==> config.mk <==
export PLATFORM = sky130hd
export DESIGN_NAME = mw_eeprom_host
export DESIGN_NICKNAME = d
export VERILOG_FILES = /design/src/rtl/mw_eeprom_host.sv
export SDC_FILE = /design/constraint.sdc
export NUM_CORES = 1
export LEC_CHECK = 0
export BUFFER_PORTS_ARGS = -buffer_cell sky130_fd_sc_hd__buf_2
export CELL_PAD_IN_SITES_DETAIL_PLACEMENT = 0
export CELL_PAD_IN_SITES_GLOBAL_PLACEMENT = 1
export CORE_MARGIN = 1
export CORE_UTILIZATION = 52
export CTS_BUF_LIST = sky130_fd_sc_hd__clkbuf_8
export DETAILED_ROUTE_END_ITERATION = 10
export HOLD_SLACK_MARGIN = 0.02
export PLACE_DENSITY = 0.93
export SLEW_MARGIN = 5
export SYNTH_ARGS = -nofsm -noshare
export SYNTH_HDL_FRONTEND = slang
export SYNTH_SLANG_ARGS = --single-unit
==> constraint.sdc <==
create_clock -name clk -period 5.15 [get_ports clk]
set_clock_uncertainty 0.1 [all_clocks]
set_input_delay 0.515 -clock clk [delete_from_list [all_inputs] [get_ports clk]]
set_output_delay 0.515 -clock clk [all_outputs]
set_load 0.03 [all_outputs]
==> src/rtl/mw_eeprom_host.sv <==
module mw_eeprom_host #(
  parameter int CLK_DIV      = 4,
  parameter int CS_LOW_MIN   = 8,
  parameter int POLL_TIMEOUT = 3_000_000,
  parameter int AW           = 8,
  parameter int DW           = 16,
  parameter int LW           = 8
) (
  input  logic          clk,
  input  logic          rst_n,
  input  logic          cmd_valid,
  output logic          cmd_ready,
  input  logic [2:0]    cmd_op,
  input  logic [AW-1:0] cmd_addr,
  input  logic [DW-1:0] cmd_wdata,
  input  logic [LW-1:0] cmd_count,
  output logic          rd_valid,
  output logic [DW-1:0] rd_data,
  output logic          timeout_err,
  output logic          ee_cs,
  output logic          ee_sk,
  output logic          ee_di,
  input  logic          ee_do
);
  localparam int HB  = 3 + AW;
  localparam int FW  = HB + DW;
  localparam int SW  = $clog2(HB + 1 + DW * (1 << LW) + 1);
  localparam int DVW = $clog2(CLK_DIV + 1);
  localparam int GW  = $clog2(CS_LOW_MIN + 1);
  localparam int PW  = $clog2(POLL_TIMEOUT + 1);
  localparam int BW  = $clog2(DW);

  localparam logic [1:0] S_IDLE = 2'd0, S_SHIFT = 2'd1, S_GAP = 2'd2, S_POLL = 2'd3;

  logic [1:0]    st;
  logic          go_poll, cs_q, sk_q, is_read, rd_v, err_q;
  logic [FW-1:0] sreg;
  logic [SW-1:0] slot, slot_last;
  logic [DVW-1:0] div;
  logic [DW-1:0] rx, rd_q;
  logic [BW-1:0] rbit;
  logic [GW-1:0] gcnt;
  logic [PW-1:0] pcnt;

  logic [HB-1:0] hdr;
  logic [SW-1:0] last_c, nwords;
  logic          valid_op, has_data;

  always_comb begin
    nwords   = (cmd_count == '0) ? SW'(1) : SW'(cmd_count);
    valid_op = 1'b1;
    has_data = 1'b0;
    hdr      = '0;
    last_c   = SW'(HB - 1);
    case (cmd_op)
      3'd0: begin hdr = {3'b110, cmd_addr}; last_c = SW'(HB) + SW'(DW) * nwords; end
      3'd1: begin hdr = {3'b101, cmd_addr}; last_c = SW'(FW - 1); has_data = 1'b1; end
      3'd2: hdr = {3'b111, cmd_addr};
      3'd3: begin hdr = {3'b100, 2'b01, {(AW-2){1'b0}}}; last_c = SW'(FW - 1); has_data = 1'b1; end
      3'd4: hdr = {3'b100, 2'b10, {(AW-2){1'b0}}};
      default: valid_op = 1'b0;
    endcase
  end

  assign cmd_ready   = (st == S_IDLE);
  assign rd_valid    = rd_v;
  assign rd_data     = rd_q;
  assign timeout_err = err_q;
  assign ee_cs       = cs_q;
  assign ee_sk       = sk_q;
  assign ee_di       = cs_q && (st == S_SHIFT) && sreg[FW-1];

  always_ff @(posedge clk or negedge rst_n) begin
    if (!rst_n) begin
      st <= S_IDLE; go_poll <= 1'b0; cs_q <= 1'b0; sk_q <= 1'b0; is_read <= 1'b0;
      rd_v <= 1'b0; err_q <= 1'b0; sreg <= '0; slot <= '0; slot_last <= '0;
      div <= '0; rx <= '0; rd_q <= '0; rbit <= '0; gcnt <= '0; pcnt <= '0;
    end else begin
      rd_v <= 1'b0;
      case (st)
        S_IDLE: if (cmd_valid) begin
          err_q <= 1'b0;
          if (valid_op) begin
            st        <= S_SHIFT;
            cs_q      <= 1'b1;
            sk_q      <= 1'b0;
            sreg      <= {hdr, has_data ? cmd_wdata : {DW{1'b0}}};
            slot      <= '0;
            slot_last <= last_c;
            is_read   <= (cmd_op == 3'd0);
            div       <= '0;
            rbit      <= '0;
          end
        end
        S_SHIFT: begin
          if (div == DVW'(CLK_DIV - 1)) begin
            div <= '0;
            if (!sk_q) begin
              sk_q <= 1'b1;
              if (is_read && slot > SW'(HB)) begin
                rx <= {rx[DW-2:0], ee_do};
                if (rbit == BW'(DW - 1)) begin
                  rbit <= '0;
                  rd_v <= 1'b1;
                  rd_q <= {rx[DW-2:0], ee_do};
                end else begin
                  rbit <= rbit + 1'b1;
                end
              end
            end else begin
              sk_q <= 1'b0;
              if (slot == slot_last) begin
                cs_q    <= 1'b0;
                st      <= S_GAP;
                gcnt    <= '0;
                go_poll <= !is_read;
              end else begin
                slot <= slot + 1'b1;
                sreg <= {sreg[FW-2:0], 1'b0};
              end
            end
          end else begin
            div <= div + 1'b1;
          end
        end
        S_GAP: begin
          if (gcnt == GW'(CS_LOW_MIN - 1)) begin
            if (go_poll) begin
              st   <= S_POLL;
              cs_q <= 1'b1;
              pcnt <= '0;
            end else begin
              st <= S_IDLE;
            end
          end else begin
            gcnt <= gcnt + 1'b1;
          end
        end
        default: begin
          pcnt <= pcnt + 1'b1;
          if (pcnt != '0 && ee_do) begin
            cs_q <= 1'b0; st <= S_GAP; gcnt <= '0; go_poll <= 1'b0;
          end else if (pcnt == PW'(POLL_TIMEOUT - 1)) begin
            err_q <= 1'b1; cs_q <= 1'b0; st <= S_GAP; gcnt <= '0; go_poll <= 1'b0;
          end
        end
      endcase
    end
  end
endmodule

== Word level (Yosys, flattened, before mapping) ==
Index checks and enable logic that the tools add are counted.

* Logic and storage cells: 160
* Bits in registers: 125
* Output and inout port bits: 22

* Mux-type cells: 77
* Bitwise operators: 5
* Equality and inequality tests: 23
* Order comparisons: 1
* $add $sub $neg: 6
* Reduce and logical (&&, ||, !) cells: 32

{| class="wikitable"
|+ Operators by type and width
! cell !! number
|-
| 27-bit 2-to-1 mux || 5
|-
| 13-bit 2-to-1 mux || 5
|-
| 11-bit one-hot mux with 5 select lines || 1
|-
| 27-bit one-hot mux with 2 select lines || 1
|-
| 13-bit one-hot mux with 2 select lines || 2
|-
| 4-bit 2-to-1 mux || 12
|-
| 22-bit 2-to-1 mux || 2
|-
| 22-bit one-hot mux with 2 select lines || 1
|-
| 1-bit 2-to-1 mux || 26
|-
| 22-bit by 1-bit adder with 22-bit output (second input constant) || 1
|-
| 22-bit == test (second input constant) || 1
|-
| 22-bit nonzero test || 1
|-
| 2-bit 2-to-1 mux || 9
|-
| 6-bit AND reduction || 3
|-
| 16-bit 2-to-1 mux || 1
|-
| 2-bit != test (second input constant) || 8
|-
| 13-bit by 1-bit adder with 13-bit output (second input constant) || 1
|-
| 4-bit by 12-bit adder with 13-bit output (first input constant) || 1
|-
| 13-bit == test || 1
|-
| 13-bit by 4-bit > comparator with 1-bit output (second input constant) || 1
|-
| 4-bit one-hot mux with 3 select lines || 1
|-
| 4-bit AND reduction || 3
|-
| 5-bit AND reduction || 2
|-
| 3-bit by 2-bit == test with 1-bit output (second input constant) || 3
|-
| other kinds (31) || 52
|}

== Logic depth before layout (Yosys ltp) ==
* Word-level depth: 7
* Depth in mapped cells: 12
* Depth with buffers taken out: 8

== Worst setup path after synthesis ==
Ideal clock, no wire load.

* Path kind: flip-flop to flip-flop
* Start: register st[0]
* End: register slot[8]
* Setup slack: 2.574 ns
* Data arrival time: 2.396 ns
* Buffers on the path: 2
* Clock period less this slack: 2.576 ns
* Setup time: 0.079 ns
* Stages on the path, launching flop included: 10
* Path through: dfrtp_1 -> inv_1 -> ha_1 -> a31oi_1 -> a21oi_2 -> a21bo_2 -> buf_2 -> buf_2 -> nor4_1 -> mux2i_1

* Longest elaborated chain between the ends: 3
* Elaborated cells on any way between the ends: 10

{| class="wikitable"
|+ RTL lines
! item !! RTL line !! text
|-
| start, declared || 35 || <nowiki>logic [1:0] st;</nowiki>
|-
| start signal, assigned || 75 || <nowiki>st <= S_IDLE; go_poll <= 1'b0; cs_q <= 1'b0; sk_q <= 1'b0; is_read <= 1'b0;</nowiki>
|-
| start signal, assigned || 84 || <nowiki>st <= S_SHIFT;</nowiki>
|-
| start signal, assigned || 114 || <nowiki>st <= S_GAP;</nowiki>
|-
| 2-bit logical NOT * || n/a ||
|-
| net cmd_ready || 12 || <nowiki>output logic cmd_ready,</nowiki>
|-
| 2-bit by 1-bit != test with 1-bit output (no line) (tied with other cells) || n/a ||
|-
| 6-bit AND reduction (no line) || n/a ||
|-
| end signal, assigned || 118 || <nowiki>slot <= slot + 1'b1;</nowiki>
|-
| end, declared || 38 || <nowiki>logic [SW-1:0] slot, slot_last;</nowiki>
|}

Mark *: on every way through the listed nets, which the timed path passes. The rest lies on a longest branch.
A chain may end at the register's enable or synchronous reset.

== Worst setup path in the final report ==
* Start: register st[1]
* End: register slot[9]

* Longest elaborated chain between the ends: 3
* Elaborated cells on any way between the ends: 10

{| class="wikitable"
|+ RTL lines
! item !! RTL line !! text
|-
| 2-bit by 1-bit == test with 1-bit output or 2-bit logical NOT (tied branches) || 80 || <nowiki>case (st)</nowiki>
|-
| 2-bit != test (no line) (tied with other cells) || n/a ||
|-
| 6-bit AND reduction (no line) || n/a ||
|}

Several ways; a longest one is shown, not always the timed one.

==> flow_summary.json <==
{
  "vias_per_cell": 5.900,
  "place_congestion": 0.8224,
  "synth_cells": 599,
  "antenna_found_initial": 0,
  "min_path_type": "input port to async pin",
  "cts_tree": "built",
  "reg2reg_slack_ns": 1.68,
  "r2r-end": "slot[9]$_DFFE_PN0P_",
  "grt_pass1_vias": 4665,
  "die_x_um": 110.3,
  "post_cts_resize_count": 0,
  "status": "finished, final reports clean",
  "finalHoldViolations": 0,
  "start_util_pct": 53.39,
  "synth_edf_count": 0,
  "setup_viol": 0,
  "antennaDiodeCount": 0,
  "start_kind": "flop",
  "max_slew_margin_pct": 25.39,
  "ys_types": 59,
  "ff_latch_area_um2": 3053,
  "regToRegStartpoint": "st[1]$_DFFE_PN0P_",
  "endpoint_kind": "flop",
  "cp-endpoint": "slot[9]$_DFFE_PN0P_",
  "yosys_warnings": 0,
  "wirelength_um": 12760,
  "clkSinkCount": 122,
  "grt_pass1_wl_um": 21430,
  "synth_nets": 647,
  "vias": 4744,
  "period_needed_ns": 3.470,
  "drtPass1Iterations": 6,
  "nets": 696,
  "grtUsageTotal_pct": 22.93,
  "htree_levels": 4,
  "p_total_mw": 1.939,
  "synthFlopType": "dfrtp_1",
  "cts_root_buf": "clkbuf_8",
  "setup_slack_ns": 1.680,
  "postSynthAreaPerCell_um2": 10.18,
  "dieArea_um2": 12160,
  "detail_route.iter0.violations": 376,
  "path_clk_slew_ns": 0.07,
  "fmax_ghz": 0.2881,
  "dp_slack_ns": 1.706,
  "multi_input_area_um2": 2808,
  "period_share_pct": 67.39,
  "grt_max_degree": 75,
  "maxSlewViolCount": 0,
  "layout-drive-gt1-share_pct": 20.73,
  "finalSetupTns_ns": 0,
  "grt_overflow": 0,
  "ioPinCount": 61,
  "post-cts-setup-buffer-count": 0,
  "drv_cap": 0,
  "coreArea_um2": 11420,
  "powerDensity_nw_per_um2": 281.7,
  "rsz0062_at_grt": "false",
  "synth_area_um2": 6096,
  "areaGrowthSynthToFinish_pct": 12.89,
  "cts_inserted_buffers": 17,
  "cts.hold.buffers_added": 0,
  "worstSkewPairLatency_ns": 0.43,
  "synth_seq_cells": 122,
  "crit_fanout": 74,
  "core.rowCount": 39,
  "clock_tree.buffer_depth": 2,
  "drc_errors": 0,
  "io_buffers": 60,
  "p_leak_nw": 3.108,
  "drtAntennaViolNets": 0,
  "fillerInstances": 945,
  "worst_ir_drop_vdd_uv": 294.6,
  "criticalPathCategory": "flop to flop",
  "critPathLaunch": "st[1]$_DFFE_PN0P_",
  "worst_r2r_path_depth": 9,
  "dp_hpwl_um": 8582,
  "critPathArrivalTime_ns": 3.72,
  "cp.required_ns": 5.40,
  "async_flop_share_pct": 100.0,
  "synth_seq_area_share_pct": 50.08,
  "worst_pin_slew_ns": 1.119,
  "die_h_um": 110.3,
  "wire_per_inst_um": 15.87
}
[area by class of cell]
class / count / share of cell area (%)
Sequential cell: 122 / 44.36
Tap cell: 143 / 2.600
Inverter: 19 / 1.036
Clock inverter: 13 / 2.564
Multi-Input combinational cell: 424 / 40.80
Timing Repair Buffer: 64 / 4.836
Clock buffer: 19 / 3.800
[cell families after synthesis]
kind of cell	Yosys count	synth area share, %
AOI/OAI and AO/OA	144	15.44
muxes	40	7.800
buffers and inverters	53	3.859
adders and majority gates	9	1.847
xor gates and xnor gates	22	3.161
DFF	122	50.08
and+or+nand+nor	209	17.82
[critical path: stages (launching register included)]
cell	delay [ns]
dfrtp_1	0.40
inv_1	0.09
ha_1	0.42
buf_4	0.42
nor2b_1	0.20
a31oi_1	0.10
a21oi_2	0.27
a21bo_2	0.59
or4_1	0.61
a21oi_1	0.15
[worst min path at each step]
stage	depth (start not counted)	end	slack [ns]
3_5_place_dp	2	sreg[0]$_DFFE_PN0P_	0.36
3_3_place_gp	2	sreg[0]$_DFFE_PN0P_	0.35
6_report	1	pcnt[13]$_DFFE_PN0P_	0.1
2_1_floorplan	0	div[0]$_DFFE_PN0P_	0.12
4_1_cts	1	pcnt[4]$_DFFE_PN0P_	0.14
5_1_grt	1	pcnt[4]$_DFFE_PN0P_	0.18
[sequential cells by signal (all words and copies together) (netlist names), 3 cells and up]
signal,cells
rd_data,16
rx,15
gcnt,4
slot_last,10
pcnt,22
div,3
sreg,27
slot,13
rbit,4
[per-layer routing]
| metal | part of all wire (%) | up-vias | global-route usage (%) |
|---|---|---|---|
| met5 | 0 | - | 0 |
| met4 | 1.8 | 0 | 9.680 |
| met3 | 4.4 | 24 | 5.644 |
| met2 | 50 | 128 | 38.38 |
| met1 | 44 | 2315 | 28.22 |
| li1 | - | 2277 | - |
[report_power, final]
| group | switching, mW | internal (mW) |
|---|---|---|
| logic | 0.0316 | 0.0141 |
| clock network | 0.387 | 0.548 |
| registers | 0 | 0.958 |
| total | 0.419 | 1.52 |
[cell usage in the layout, fill, tap and decap left out, types with 10 or more instances in the layout]
| master | synthesis | layout |
|---|---|---|
| a21oi_1 | 22 | 22 |
| a22oi_1 | 21 | 21 |
| and3_1 | 10 | 10 |
| buf_2 | 10 | 59 |
| clkbuf_8 | 0 | 19 |
| dfrtp_1 | 122 | 122 |
| inv_1 | 18 | 20 |
| mux2_2 | 24 | 24 |
| nand2_1 | 67 | 67 |
| nand3_1 | 25 | 25 |
| nor2_1 | 28 | 28 |
| nor3_1 | 18 | 18 |
| o21ai_0 | 52 | 52 |
| or4_1 | 10 | 10 |
| xnor2_1 | 17 | 17 |
[synthesized netlist by cell type (3+ instances only)]
master	instances	area, um2
dfrtp_1	122	3053
nand2_1	67	251.5
o21ai_0	52	260.3
nor2_1	28	105.1
nand3_1	25	125.1
mux2_2	24	270.3
a21oi_1	22	110.1
a22oi_1	21	157.7
clkbuf_1	19	71.32
inv_1	18	67.56
nor3_1	18	90.09
xnor2_1	17	148.9
and3_1	10	62.56
buf_2	10	50.05
or4_1	10	75.07
ha_1	9	112.6
mux2_4	9	135.1
nand4_1	9	56.30
o211ai_1	9	67.56
a22o_1	8	70.07
mux2i_1	7	70.07
nand2b_1	7	43.79
nor4_1	7	43.79
or3_1	7	43.79
a31oi_1	6	37.54
and4_1	5	43.79
xor2_1	5	43.79
a21o_1	4	30.03
o31ai_1	4	30.03
buf_1	3	11.26
nor2b_1	3	18.77
[stage by stage]
| step | util, % | std cells | instance area [um2] | hold WS [ns] |
|---|---|---|---|---|
| after CTS | 60.27 | 804 | 6882 | 0.1438 |
| after floorplan | - | 599 | 6096 | 0.1194 |
| after detailed placement | 56.43 | 772 | 6444 | 0.3613 |
| after global routing | 60.27 | 804 | 6882 | 0.1787 |
| final | 60.27 | 804 | 6882 | 0.09754 |
| after global placement | 56.43 | 772 | 6444 | 0.3549 |
Power figures use the tool's default switching activity.
